<file path="src/rtl/sc_pkg.sv">
package sc_pkg;
  typedef enum logic [1:0] {
    S_IDLE    = 2'd0,
    S_WAIT_HI = 2'd1,
    S_GAP     = 2'd2,
    S_WAIT_LO = 2'd3
  } sc_state_e;
endpackage

</file>
<file path="src/rtl/sc_debounce.sv">
module sc_debounce #(
  parameter int unsigned DEBOUNCE_CYC = 500000
) (
  input  logic clk,
  input  logic rst_n,
  input  logic raw,
  output logic press
);
  localparam int unsigned CW = $clog2(DEBOUNCE_CYC + 1);
  localparam logic [CW-1:0] CNT_LAST = CW'(DEBOUNCE_CYC - 1);

  logic meta_q, sync_q, stable_q, stable_d, press_q, press_d;
  logic [CW-1:0] cnt_q, cnt_d;

  always_comb begin
    cnt_d    = cnt_q;
    stable_d = stable_q;
    press_d  = 1'b0;
    if (sync_q == stable_q) begin
      cnt_d = '0;
    end else if (cnt_q == CNT_LAST) begin
      cnt_d    = '0;
      stable_d = sync_q;
      press_d  = sync_q;
    end else begin
      cnt_d = cnt_q + 1'b1;
    end
  end

  always_ff @(posedge clk or negedge rst_n) begin
    if (!rst_n) begin
      meta_q   <= 1'b0;
      sync_q   <= 1'b0;
      stable_q <= 1'b0;
      press_q  <= 1'b0;
      cnt_q    <= '0;
    end else begin
      meta_q   <= raw;
      sync_q   <= meta_q;
      stable_q <= stable_d;
      press_q  <= press_d;
      cnt_q    <= cnt_d;
    end
  end

  assign press = press_q;
endmodule

</file>
<file path="src/rtl/sc_latch.sv">
module sc_latch #(
  parameter int unsigned ADDR_W   = 5,
  parameter int unsigned DATA_W   = 8,
  parameter int unsigned CMD_ADDR = 16
) (
  input  logic              clk,
  input  logic              rst_n,
  input  logic              wr,
  input  logic [ADDR_W-1:0] addr,
  input  logic [DATA_W-1:0] data,
  input  logic              rd,
  input  logic              abort,
  output logic [DATA_W-1:0] q,
  output logic              irq
);
  logic [DATA_W-1:0] q_q, q_d;
  logic              irq_q, irq_d;
  logic              hit;

  assign hit = wr && (addr == ADDR_W'(CMD_ADDR));

  always_comb begin
    q_d   = q_q;
    irq_d = irq_q;
    if (hit) begin
      q_d   = data;
      irq_d = 1'b1;
    end else if (rd || abort) begin
      irq_d = 1'b0;
    end
  end

  always_ff @(posedge clk or negedge rst_n) begin
    if (!rst_n) begin
      q_q   <= '0;
      irq_q <= 1'b0;
    end else begin
      if (hit) q_q <= q_d;
      irq_q <= irq_d;
    end
  end

  assign q   = q_q;
  assign irq = irq_q;
endmodule

</file>
<file path="src/rtl/sc_sequencer.sv">
module sc_sequencer
  import sc_pkg::*;
#(
  parameter int unsigned ADDR_W      = 5,
  parameter int unsigned DATA_W      = 8,
  parameter int unsigned SW_W        = 4,
  parameter int unsigned CMD_ADDR    = 16,
  parameter int unsigned HI_BYTE     = 0,
  parameter int unsigned GAP_CYC     = 5000,
  parameter int unsigned TIMEOUT_CYC = 50000
) (
  input  logic              clk,
  input  logic              rst_n,
  input  logic              press,
  input  logic [SW_W-1:0]   sw,
  input  logic              irq,
  input  logic              dsp_rd,
  output logic              bus_wr,
  output logic [ADDR_W-1:0] bus_addr,
  output logic [DATA_W-1:0] bus_data,
  output logic              busy,
  output logic              timeout_flag,
  output logic              abort
);
  localparam int unsigned TW = $clog2(TIMEOUT_CYC + 1);
  localparam int unsigned GW = $clog2(GAP_CYC + 1);
  localparam logic [TW-1:0] TMR_LAST = TW'(TIMEOUT_CYC - 1);
  localparam logic [GW-1:0] GAP_LAST = GW'(GAP_CYC - 1);

  sc_state_e         state_q, state_d;
  logic [SW_W-1:0]   sw_q, sw_d;
  logic [TW-1:0]     tmr_q, tmr_d;
  logic [GW-1:0]     gap_q, gap_d;
  logic              wr_q, wr_d;
  logic [ADDR_W-1:0] addr_q, addr_d;
  logic [DATA_W-1:0] data_q, data_d;
  logic              busy_q, busy_d;
  logic              to_q, to_d;
  logic              consumed;
  logic              expired;

  assign consumed = dsp_rd && irq;
  assign expired  = (tmr_q == TMR_LAST) && !consumed;

  always_comb begin
    state_d = state_q;
    sw_d    = sw_q;
    tmr_d   = tmr_q;
    gap_d   = gap_q;
    wr_d    = 1'b0;
    data_d  = data_q;
    busy_d  = busy_q;
    to_d    = to_q;
    abort   = 1'b0;
    unique case (state_q)
      S_IDLE: begin
        if (press && (sw != '0)) begin
          sw_d    = sw;
          wr_d    = 1'b1;
          data_d  = DATA_W'(HI_BYTE);
          busy_d  = 1'b1;
          tmr_d   = '0;
          state_d = S_WAIT_HI;
        end
      end
      S_WAIT_HI: begin
        if (consumed) begin
          gap_d   = '0;
          state_d = S_GAP;
        end else if (expired) begin
          abort   = 1'b1;
          to_d    = 1'b1;
          busy_d  = 1'b0;
          state_d = S_IDLE;
        end else begin
          tmr_d = tmr_q + 1'b1;
        end
      end
      S_GAP: begin
        if (gap_q == GAP_LAST) begin
          wr_d    = 1'b1;
          data_d  = DATA_W'(sw_q);
          tmr_d   = '0;
          state_d = S_WAIT_LO;
        end else begin
          gap_d = gap_q + 1'b1;
        end
      end
      S_WAIT_LO: begin
        if (consumed) begin
          busy_d  = 1'b0;
          state_d = S_IDLE;
        end else if (expired) begin
          abort   = 1'b1;
          to_d    = 1'b1;
          busy_d  = 1'b0;
          state_d = S_IDLE;
        end else begin
          tmr_d = tmr_q + 1'b1;
        end
      end
      default: state_d = S_IDLE;
    endcase
    addr_d = wr_d ? ADDR_W'(CMD_ADDR) : '0;
  end

  always_ff @(posedge clk or negedge rst_n) begin
    if (!rst_n) begin
      state_q <= S_IDLE;
      sw_q    <= '0;
      tmr_q   <= '0;
      gap_q   <= '0;
      wr_q    <= 1'b0;
      addr_q  <= '0;
      data_q  <= '0;
      busy_q  <= 1'b0;
      to_q    <= 1'b0;
    end else begin
      state_q <= state_d;
      if (state_q == S_IDLE) sw_q <= sw_d;
      tmr_q   <= tmr_d;
      gap_q   <= gap_d;
      wr_q    <= wr_d;
      addr_q  <= addr_d;
      if (wr_d) data_q <= data_d;
      busy_q  <= busy_d;
      to_q    <= to_d;
    end
  end

  assign bus_wr       = wr_q;
  assign bus_addr     = addr_q;
  assign bus_data     = data_q;
  assign busy         = busy_q;
  assign timeout_flag = to_q;
endmodule

</file>
<file path="src/rtl/sc_cmd_sender.sv">
module sc_cmd_sender #(
  parameter int unsigned ADDR_W       = 5,
  parameter int unsigned DATA_W       = 8,
  parameter int unsigned SW_W         = 4,
  parameter int unsigned CMD_ADDR     = 16,
  parameter int unsigned HI_BYTE      = 0,
  parameter int unsigned DEBOUNCE_CYC = 500000,
  parameter int unsigned GAP_CYC      = 5000,
  parameter int unsigned TIMEOUT_CYC  = 50000
) (
  input  logic              clk,
  input  logic              rst_n,
  input  logic              btn_raw,
  input  logic [SW_W-1:0]   sw,
  input  logic              dsp_rd,
  output logic [ADDR_W-1:0] bus_addr,
  output logic [DATA_W-1:0] bus_data,
  output logic              bus_wr,
  output logic [DATA_W-1:0] latch_data,
  output logic              irq,
  output logic              busy,
  output logic              timeout_flag
);
  logic press;
  logic abort;

  sc_debounce #(.DEBOUNCE_CYC(DEBOUNCE_CYC)) u_deb (
    .clk   (clk),
    .rst_n (rst_n),
    .raw   (btn_raw),
    .press (press)
  );

  sc_sequencer #(
    .ADDR_W      (ADDR_W),
    .DATA_W      (DATA_W),
    .SW_W        (SW_W),
    .CMD_ADDR    (CMD_ADDR),
    .HI_BYTE     (HI_BYTE),
    .GAP_CYC     (GAP_CYC),
    .TIMEOUT_CYC (TIMEOUT_CYC)
  ) u_seq (
    .clk          (clk),
    .rst_n        (rst_n),
    .press        (press),
    .sw           (sw),
    .irq          (irq),
    .dsp_rd       (dsp_rd),
    .bus_wr       (bus_wr),
    .bus_addr     (bus_addr),
    .bus_data     (bus_data),
    .busy         (busy),
    .timeout_flag (timeout_flag),
    .abort        (abort)
  );

  sc_latch #(
    .ADDR_W   (ADDR_W),
    .DATA_W   (DATA_W),
    .CMD_ADDR (CMD_ADDR)
  ) u_latch (
    .clk   (clk),
    .rst_n (rst_n),
    .wr    (bus_wr),
    .addr  (bus_addr),
    .data  (bus_data),
    .rd    (dsp_rd),
    .abort (abort),
    .q     (latch_data),
    .irq   (irq)
  );
endmodule

</file>
<file path="config.mk">
export PLATFORM = sky130hd
export DESIGN_NAME = sc_cmd_sender
export DESIGN_NICKNAME = d
export VERILOG_FILES = /design/src/rtl/sc_pkg.sv /design/src/rtl/sc_debounce.sv /design/src/rtl/sc_latch.sv /design/src/rtl/sc_sequencer.sv /design/src/rtl/sc_cmd_sender.sv
export SDC_FILE = /design/constraint.sdc
export NUM_CORES = 1
export LEC_CHECK = 0
export ABC_AREA = 1
export BUFFER_PORTS_ARGS = -buffer_cell sky130_fd_sc_hd__buf_2
export CAP_MARGIN = 10
export CORE_MARGIN = 5
export CORE_UTILIZATION = 52
export CTS_CLUSTER_DIAMETER = 150
export DETAILED_ROUTE_END_ITERATION = 8
export PLACE_DENSITY = 0.71
export SLEW_MARGIN = 5
export SYNTH_ARGS = -nofsm -noshare
export SYNTH_HDL_FRONTEND = slang
export SYNTH_HIERARCHICAL = 1
export SYNTH_SLANG_ARGS = --single-unit
</file>
<file path="constraint.sdc">
create_clock -name clk -period 2.01 [get_ports clk]
set_input_delay 0.402 -clock clk [delete_from_list [all_inputs] [get_ports clk]]
set_output_delay 0.402 -clock clk [all_outputs]
set_load 0.01 [all_outputs]
</file>
# After elaboration in Yosys (flattened, before gate mapping)
# Cells that the tools add are included.
# word_totals
wordCells	92
out_inout_bits	25
input_bits	8
reg_bits	83
# classes
addsub	3
n_reduce_logical	21
eq_ne	15
n_bitwise	2
muxes	35
# op_table
op	count
two-way mux 16 bit	4
one-hot mux 16 bit (3 select lines)	1
two-way mux 19 bit	2
two-way mux 13 bit	2
one-hot mux 13 bit (2 select lines)	1
adder 19 x 1 -> 19 bit (second input constant)	1
== test 19 bit (second input constant)	1
adder 16 x 1 -> 16 bit (second input constant)	1
== test 16 bit (second input constant)	1
two-way mux 8 bit	2
one-hot mux 8 bit (2 select lines)	1
adder 13 x 1 -> 13 bit (second input constant)	1
== test 13 bit (second input constant)	1
two-way mux 1 bit	13
two-way mux 2 bit	5
AND reduction 3 bit	3
!= test 2 bit (second input constant)	4
one-hot mux 2 bit (4 select lines)	1
AND reduction 4 bit	2
!= test 2 x 1 -> 1 bit (second input constant)	3
AND reduction 2 bit	3
nonzero test 2 bit	3
== test 5 bit (second input constant)	1
two-way mux 5 bit	1
other kinds (13)	18

# Depth between registers and ports, before layout
# Gate-level depths: netlist (run 1).
# depth
depth_word	9
ltp_mapped	11
depth_no_buf	11

# Cells and area by module
# Netlist (run 1), hierarchy kept.
# by_module_without_submodules
mod	seq_area_each_um2	cells_per_inst	n_inst	area_each_um2
sc_sequencer	1051.0	380	1	2692.6
sc_debounce	575.6	148	1	1219.9
sc_latch	225.2	41	1	394.1

# Worst setup path after synthesis (run 1)
# OpenSTA, ideal clock, no wires.
# synth_timing
path_kind	flip-flop to flip-flop
startpoint	register u_seq.state_q[1]
endpoint	register u_latch.irq_q, in the netlist u_latch/irq
slack_ns	0.333
required_ns	1.944
synth_period_minus_slack_ns	1.677
t_arrival_ns	1.611
setup_time_ns	0.066
path_stages_with_launch	10
path_buffers	2
path_cell_list	dfrtp_1 > inv_1 > ha_1 > nor2_1 > clkbuf_1 > clkbuf_1 > nor3_1 > nor2_1 > nand2_1 > nand2_1
# synth_via
elab_chain_cells	5
word_cells_on_any_way	6
cone_classes	2 x eq/ne; 1 x mux; 3 x reduce/logical
# synth_lines
item	line_no	rtl
from (decl)	sc_sequencer.sv:30	sc_state_e state_q, state_d;
from (signal assigned)	sc_sequencer.sv:119	state_q <= state_d;
== test 2 x 1 -> 1 bit / == test 2 bit (equally long branches)	sc_sequencer.sv:55	unique case (state_q)
OR reduction 2 bit (no line) *	--	
two-way mux 1 bit *	--	
net abort	sc_cmd_sender.sv:25	logic abort;
logical OR 1 bit *	sc_latch.sv:28	end else if (rd || abort) begin
nonzero test 2 bit (no line) *	--	
to (signal assigned)	sc_latch.sv:39	irq_q <= irq_d;
to (decl)	sc_latch.sv:17	logic irq_q, irq_d;
# The timed path passes the listed nets; every way through them passes the cells marked *.
# A chain may end at the register's enable or synchronous reset.

# Final worst setup path (run 1)
# layout_timing
startpoint	register u_seq.tmr_q[0]
endpoint	register u_seq.tmr_q[4]
# layout_via
elab_chain_cells	4
word_cells_on_any_way	8
cone_classes	1 x add/sub; 2 x eq/ne; 3 x mux; 2 x reduce/logical
# layout_lines
item	line_no	rtl
from (decl)	sc_sequencer.sv:32	logic [TW-1:0] tmr_q, tmr_d;
from (signal assigned)	sc_sequencer.sv:121	tmr_q <= tmr_d;
adder 16 x 1 -> 16 bit / == test 16 bit (equally long branches)	sc_sequencer.sv:76, sc_sequencer.sv:99, sc_sequencer.sv:43	
two-way mux 16 bit / logical AND 1 bit (equally long branches)	sc_sequencer.sv:70, sc_sequencer.sv:93, sc_sequencer.sv:43	
two-way mux 16 bit / != test 2 bit (equally long branches)	--	
one-hot mux 16 bit (3 select lines) / AND reduction 4 bit (equally long branches)	--	
# Parallel ways exist; a longest one is shown, timed or not. The select of a mux whose other input is x is not followed.

==> flow_summary.json, run 1 <==
{
  "cts-root-buf": "sky130_fd_sc_hd__clkbuf_8",
  "power.density_cell_area_mw_per_mm2": 596,
  "pin_count": 33,
  "syn_to_layout_area_delta_pct": 10.7,
  "fillers": 761,
  "synth.top_cells.by_count": "185 x sky130_fd_sc_hd__nand2_1, 87 x sky130_fd_sc_hd__nor2_1, 74 x sky130_fd_sc_hd__dfrtp_1, 45 x sky130_fd_sc_hd__inv_1, 30 x sky130_fd_sc_hd__nand3_1",
  "fp.coreArea_mm2": 0.00813,
  "syn_area_mm2": 0.00431,
  "vdd_drop_max_v": 0.000394,
  "grt_pass1_vias": 3476,
  "route.detailed.drc": 0,
  "detailed_place_hpwl_mm": 5.99,
  "detail_route.wirelength_mm": 8.42,
  "die_area_mm2": 0.0102,
  "final_nets": 616,
  "grt-ovfl-total": 0,
  "layout_min_cycle_time_ns": 1.79,
  "finalWorstSetupSlack_ns": 0.215,
  "synth_top_cell_by_area": "sky130_fd_sc_hd__dfrtp_1",
  "setup.reg_to_reg.worst_slack_ns": 0.22,
  "timing.hold.worst.class": "primary input to async pin",
  "r2r-start": "u_seq/tmr_q[0]",
  "critical_path.endpoint_type": "flop",
  "synth_flop_cell": "sky130_fd_sc_hd__dfrtp_1",
  "initial_utilization_pct": 52.9,
  "gpl.final_weighted_congestion": 0.916,
  "worst_setup_hold_path_clk_slew_ns": 0.08,
  "path_class": "flop to flop",
  "detailroute.via_count": 3557,
  "fin_crit_sh_pct": 89.3,
  "terminus_of_the_critical_flop_to_flop_path": "u_seq/tmr_q[4]",
  "global_route_wire_length_before_repair_mm": 15.1,
  "numPortBuffers": 24,
  "ff_latch_area_mm2": 0.00185,
  "ys_seq_elements": 74,
  "clockBufferDepth": 2,
  "grt_setup_unrepaired": "false",
  "antenna-diode-count": 0,
  "post_synth_inst_count": 569,
  "drv.max_cap_violation_count": 0,
  "antenna_found_initial": 0,
  "clock_sink_count": 74,
  "status": "complete, no violations",
  "layout_cells_sized_above_1_pct": 15.2,
  "cts_inserted_buffers": 9,
  "final-max-slew-violation-count": 0,
  "hold-worst-slack_ns": 0.0723,
  "yosys_cell_types": 38,
  "fin_skew_ns": 0.00590,
  "hold_viol": 0,
  "setup_violations": 0,
  "cts_tree": "done",
  "worst_slack_after_detailed_placement_ns": 0.187,
  "ys_top_cells_by_area": "sky130_fd_sc_hd__dfrtp_1 43%, sky130_fd_sc_hd__nand2_1 16%, sky130_fd_sc_hd__nor2_1 7.6%, sky130_fd_sc_hd__inv_1 3.9%, sky130_fd_sc_hd__nand3_1 3.5%",
  "required_ns": 2.25,
  "htreeDepth": 3,
  "yosys_warnings": 6,
  "fmax_mhz": 557,
  "avgSynthCellArea_um2": 7.57,
  "synth-seq-area-share_pct": 43.0,
  "die-width_um": 101,
  "avgRoutedWirePerCell_um": 11.8,
  "async_reset_ff_share_pct": 100,
  "chipHeight_um": 101,
  "synth_enable_flop_cells": 0,
  "start_kind": "flop",
  "drtAntennaViolNets": 0,
  "drt-vias-per-instance": 5.00,
  "grt.total_usage_pct": 18.2,
  "reg2reg_depth": 9,
  "multi_input_area_mm2": 0.00219,
  "grt_start_max_net_pins": 75,
  "leakagePower_nw": 2.22,
  "worstPathArrival_ns": 2.03,
  "yosysTopAreaCellShare_pct": 43.0,
  "timing.critical_path.fanout_max": 11,
  "drt_iter0_drc": 160,
  "power_mw": 2.84,
  "row_count": 33,
  "clock_latency_on_the_worst_skew_pair_ns": 0.34,
  "drt_first_pass_iters": 5,
  "final.setup.tns_ns": 0,
  "yosys.cell_count.top_type": "sky130_fd_sc_hd__nand2_1"
}
[critical path: stages (launching register included)]
cell                      delay [ns]
sky130_fd_sc_hd__dfrtp_1        0.40
sky130_fd_sc_hd__ha_1           0.23
sky130_fd_sc_hd__nand3_1        0.19
sky130_fd_sc_hd__nor2_1         0.15
sky130_fd_sc_hd__nand2_1        0.10
sky130_fd_sc_hd__a21oi_1        0.26
sky130_fd_sc_hd__nor2_4         0.09
sky130_fd_sc_hd__buf_12         0.15
sky130_fd_sc_hd__nand2_1        0.06
sky130_fd_sc_hd__nand2_1        0.05
[timing repair]
| action | 4_1_cts | 5_1_grt |
|---|---|---|
| buffers inserted | 0 | 2 |
| hold buffers | 0 | 0 |
| gates resized for setup | 0 | 1 |
| setup endpoints to repair | 0 | 15 |
[metrics by stage]
step / area [µm²] / utilization [%] / instances
after floorplan: 4330 / - / 576
after global placement: 4520 / 55.5 / 693
after detailed placement: 4520 / 55.5 / 693
after CTS: 4740 / 58.2 / 709
after global routing: 4770 / 58.6 / 711
final: 4770 / 58.6 / 711
[power by group]
group / switching [mW] / internal [mW] / leakage (nW)
sequential: 0.00492 / 1.50 / 1.02
combinational: 0.0648 / 0.0200 / 1.10
clock: 0.563 / 0.696 / 0.105
total: 0.633 / 2.21 / 2.22
[per-layer routing]
metal | global-route usage [%] | wire [µm]
met2 | 29.4 | 3890
met1 | 23.5 | 4020
met4 | 7.98 | 126
met5 | 0 | 0
met3 | 3.88 | 377
[state kept, by name (all words and copies together), names as in the netlist]
name / flops
u_deb/stable_q: 1
u_seq/timeout_flag: 1
u_seq/bus_data: 4
u_latch/q: 8
u_seq/state_q: 2
u_deb/meta_q: 1
u_seq/bus_wr: 1
u_deb/press: 1
u_seq/gap_q: 13
u_seq/tmr_q: 16
u_latch/irq: 1
u_deb/sync_q: 1
u_deb/cnt_q: 19
u_seq/sw_q: 4
u_seq/busy: 1
[cells in the final DEF (no fill, tap or decap), drive strengths merged, types with 3 or more instances in the layout]
cell type	count
xor2	17
clkinv	3
dfrtp	74
a21oi	7
nor2	99
inv	49
mux2	4
nand4	19
nor3	8
o21bai	3
buf	31
ha	7
nand2	198
clkbuf	9
nand3	34
xnor2	5
conb	8
o21ai	18
[cell type report]
cell class / count / share of cell area [%]
flip-flops and latches: 74 / 38.8
multi-input cells: 436 / 45.8
inverters: 49 / 3.86
repair buffers: 31 / 4.15
well taps: 105 / 2.76
clock inverters: 7 / 1.97
clock buffers: 9 / 2.60
[how the worst max path moves through the flow]
stage,startpoint,end
final,u_seq/tmr_q[0],u_seq/tmr_q[4]
after global routing,u_seq/gap_q[0],u_seq/tmr_q[0]
after CTS,u_seq/gap_q[0],u_seq/tmr_q[4]
after detailed placement,u_seq/gap_q[0],u_seq/tmr_q[3]
after global placement,u_seq/gap_q[0],u_seq/tmr_q[15]
after floorplan,u_seq/state_q[1],u_latch/irq
[cells by family after synthesis]
kind of cell / share of synthesized area [%]
buffers and inverters: 6.97
xor gates and xnor gates: 4.65
and+or+nand+nor: 37.7
DFF: 43.0
AOI/OAI and AO/OA: 4.50
muxes: 1.05
other: 0.0871
adders and majority gates: 2.03
(Power assumes the default switching activity.)
==> inputs of run 2 (changes only) <==
CORE_UTILIZATION = 30   (was 52)
PLACE_DENSITY = default   (was 0.71)
REMOVE_ABC_BUFFERS = 1   (was default)
==> flow_summary.json, run 2 (synthesized netlist as in run 1, its figures left out) <==
{
  "clockBufferDepth": 2,
  "drt_first_pass_iters": 4,
  "syn_to_layout_area_delta_pct": 15.1,
  "detailroute.via_count": 3507,
  "fmax_mhz": 560,
  "initial_utilization_pct": 30.8,
  "layout_top_registers": "u_deb/cnt_q x19, u_seq/tmr_q x16, u_seq/gap_q x13",
  "worstPathArrival_ns": 2.00,
  "pin_count": 33,
  "drt_iter0_drc": 232,
  "grt.total_usage_pct": 11.0,
  "final_common_cell": "sky130_fd_sc_hd__nand2_1",
  "drt-vias-per-instance": 4.47,
  "timing.critical_path.fanout_max": 16,
  "drv.max_cap_violation_count": 0,
  "row_count": 43,
  "setup_violations": 0,
  "largest_reg_flops": 19,
  "worst_setup_hold_path_clk_slew_ns": 0.06,
  "layout_min_cycle_time_ns": 1.79,
  "detailed_place_hpwl_mm": 6.23,
  "htreeDepth": 3,
  "chipHeight_um": 130,
  "leakagePower_nw": 2.27,
  "antenna-diode-count": 0,
  "critical_path.endpoint_type": "flop",
  "finalWorstSetupSlack_ns": 0.225,
  "grt_pass1_vias": 3333,
  "grt_start_max_net_pins": 75,
  "layout_cells_sized_above_1_pct": 14.9,
  "p_sw_mw": 0.689,
  "antenna_found_initial": 0,
  "fin_crit_sh_pct": 88.8,
  "global_route_wire_length_before_repair_mm": 15.3,
  "most-common-layout-cells": "185 x sky130_fd_sc_hd__nand2_1, 87 x sky130_fd_sc_hd__nor2_1, 74 x sky130_fd_sc_hd__dfrtp_1",
  "power.combinational.fraction_pct": 2.6,
  "die_area_mm2": 0.0169,
  "cts-hold-fix-buffers": 0,
  "grt_setup_unrepaired": "false",
  "gpl.final_weighted_congestion": 0.780,
  "power.density_cell_area_mw_per_mm2": 665,
  "die-width_um": 130,
  "cts-root-buf": "sky130_fd_sc_hd__clkbuf_16",
  "hold_viol": 0,
  "status": "complete, no violations",
  "setup.reg_to_reg.worst_slack_ns": 0.22,
  "final-max-slew-violation-count": 0,
  "switching_share_pct": 20.9,
  "route.detailed.drc": 0,
  "path_class": "flop to flop",
  "cts_inserted_buffers": 9,
  "clock_latency_on_the_worst_skew_pair_ns": 0.33,
  "vdd_drop_max_v": 0.000460,
  "timing.hold.worst.class": "primary input to async pin",
  "fp.coreArea_mm2": 0.0140,
  "final.setup.tns_ns": 0,
  "clock_sink_count": 74,
  "avgRoutedWirePerCell_um": 11.2,
  "cts_tree": "done",
  "power_frac_clock_pct": 51.8,
  "detail_route.wirelength_mm": 8.81,
  "numPortBuffers": 24,
  "fin_skew_ns": 0.00649,
  "worst_slack_after_detailed_placement_ns": 0.146,
  "cell_internal_pwr_mw": 2.61,
  "drtAntennaViolNets": 0,
  "power.share.sequential_pct": 45.6,
  "start_kind": "flop",
  "required_ns": 2.23,
  "grt-ovfl-total": 0,
  "final_nets": 615,
  "regMostFlops": "u_deb/cnt_q"
}
## run 2: cell count changes in the layout (fill, tap and decap cells not counted), sizes merged
cell / delta
clkbuf: +1
inv: +1
clkinv: -1
buf: -1
clkinvlp: -1
## run 2: cell type report
class	count	area, µm²
fillers	1456	9030
multi-input cells	436	2190
flip-flops and latches	74	1850
clock buffers	10	229
well taps	180	225
repair buffers	30	193
inverters	49	184
clock inverters	6	90.1
## run 2: layer usage
layer	wire [µm]	up-vias	global-route usage [%]
li1	-	1850	-
met1	4270	1604	13.9
met2	4090	46	18.3
met3	345	7	2.95
met4	92	0	3.36
met5	0	-	0
## run 2: worst paths after layout
check,startpoint,end,cells after the start
worst max register to register,u_seq/gap_q[0],u_seq/tmr_q[1],8
worst min register to register,u_deb/meta_q,u_deb/sync_q,0
worst min-delay path,rst_n,u_seq/tmr_q[11],2
worst max-delay path,u_seq/gap_q[0],u_seq/tmr_q[1],8
min in group clk,btn_raw,u_deb/meta_q,1
max in group asynchronous,rst_n,u_deb/cnt_q[4],2
## run 2: per-stage QoR
stage / instances / total power, mW / area (µm²) / util (%) / hold slack [ns]
6_report: 785 / 3.30 / 4960 / 35.4 / 0.0794
2_1_floorplan: 559 / 1.57 / 4220 / - / 0.106
4_1_cts: 784 / 3.36 / 4930 / 35.3 / 0.0893
3_3_place_gp: 768 / 1.62 / 4610 / 33.0 / 0.340
5_1_grt: 785 / 3.44 / 4960 / 35.4 / 0.105
3_5_place_dp: 768 / 1.62 / 4610 / 33.0 / 0.340
## run 2: repair_timing
action	in CTS	in global routing
buffers inserted	0	1
resized for setup	0	1
endpoints found under the setup margin	0	16
## run 2: worst max-delay path: stages (launching register included)
cell and delay, ns:
sky130_fd_sc_hd__dfrtp_1 0.42, sky130_fd_sc_hd__ha_1 0.29, sky130_fd_sc_hd__nand2_2 0.09, sky130_fd_sc_hd__nor3_4 0.14, sky130_fd_sc_hd__nand3_2 0.16, sky130_fd_sc_hd__a21oi_4 0.24, sky130_fd_sc_hd__nand2_4 0.18, sky130_fd_sc_hd__nand2_1 0.10
sky130_fd_sc_hd__nand2_1 0.06
## run 2: power groups by stage
stage / Clock [mW] / Sequential (mW) / Combinational, mW
final: 1.71 / 1.50 / 0.0865
after global routing: 1.84 / 1.50 / 0.101
after CTS: 1.77 / 1.50 / 0.0875
after detailed placement: 0 / 1.53 / 0.0876
after global placement: 0 / 1.53 / 0.0873
after floorplan: 0 / 1.53 / 0.0362
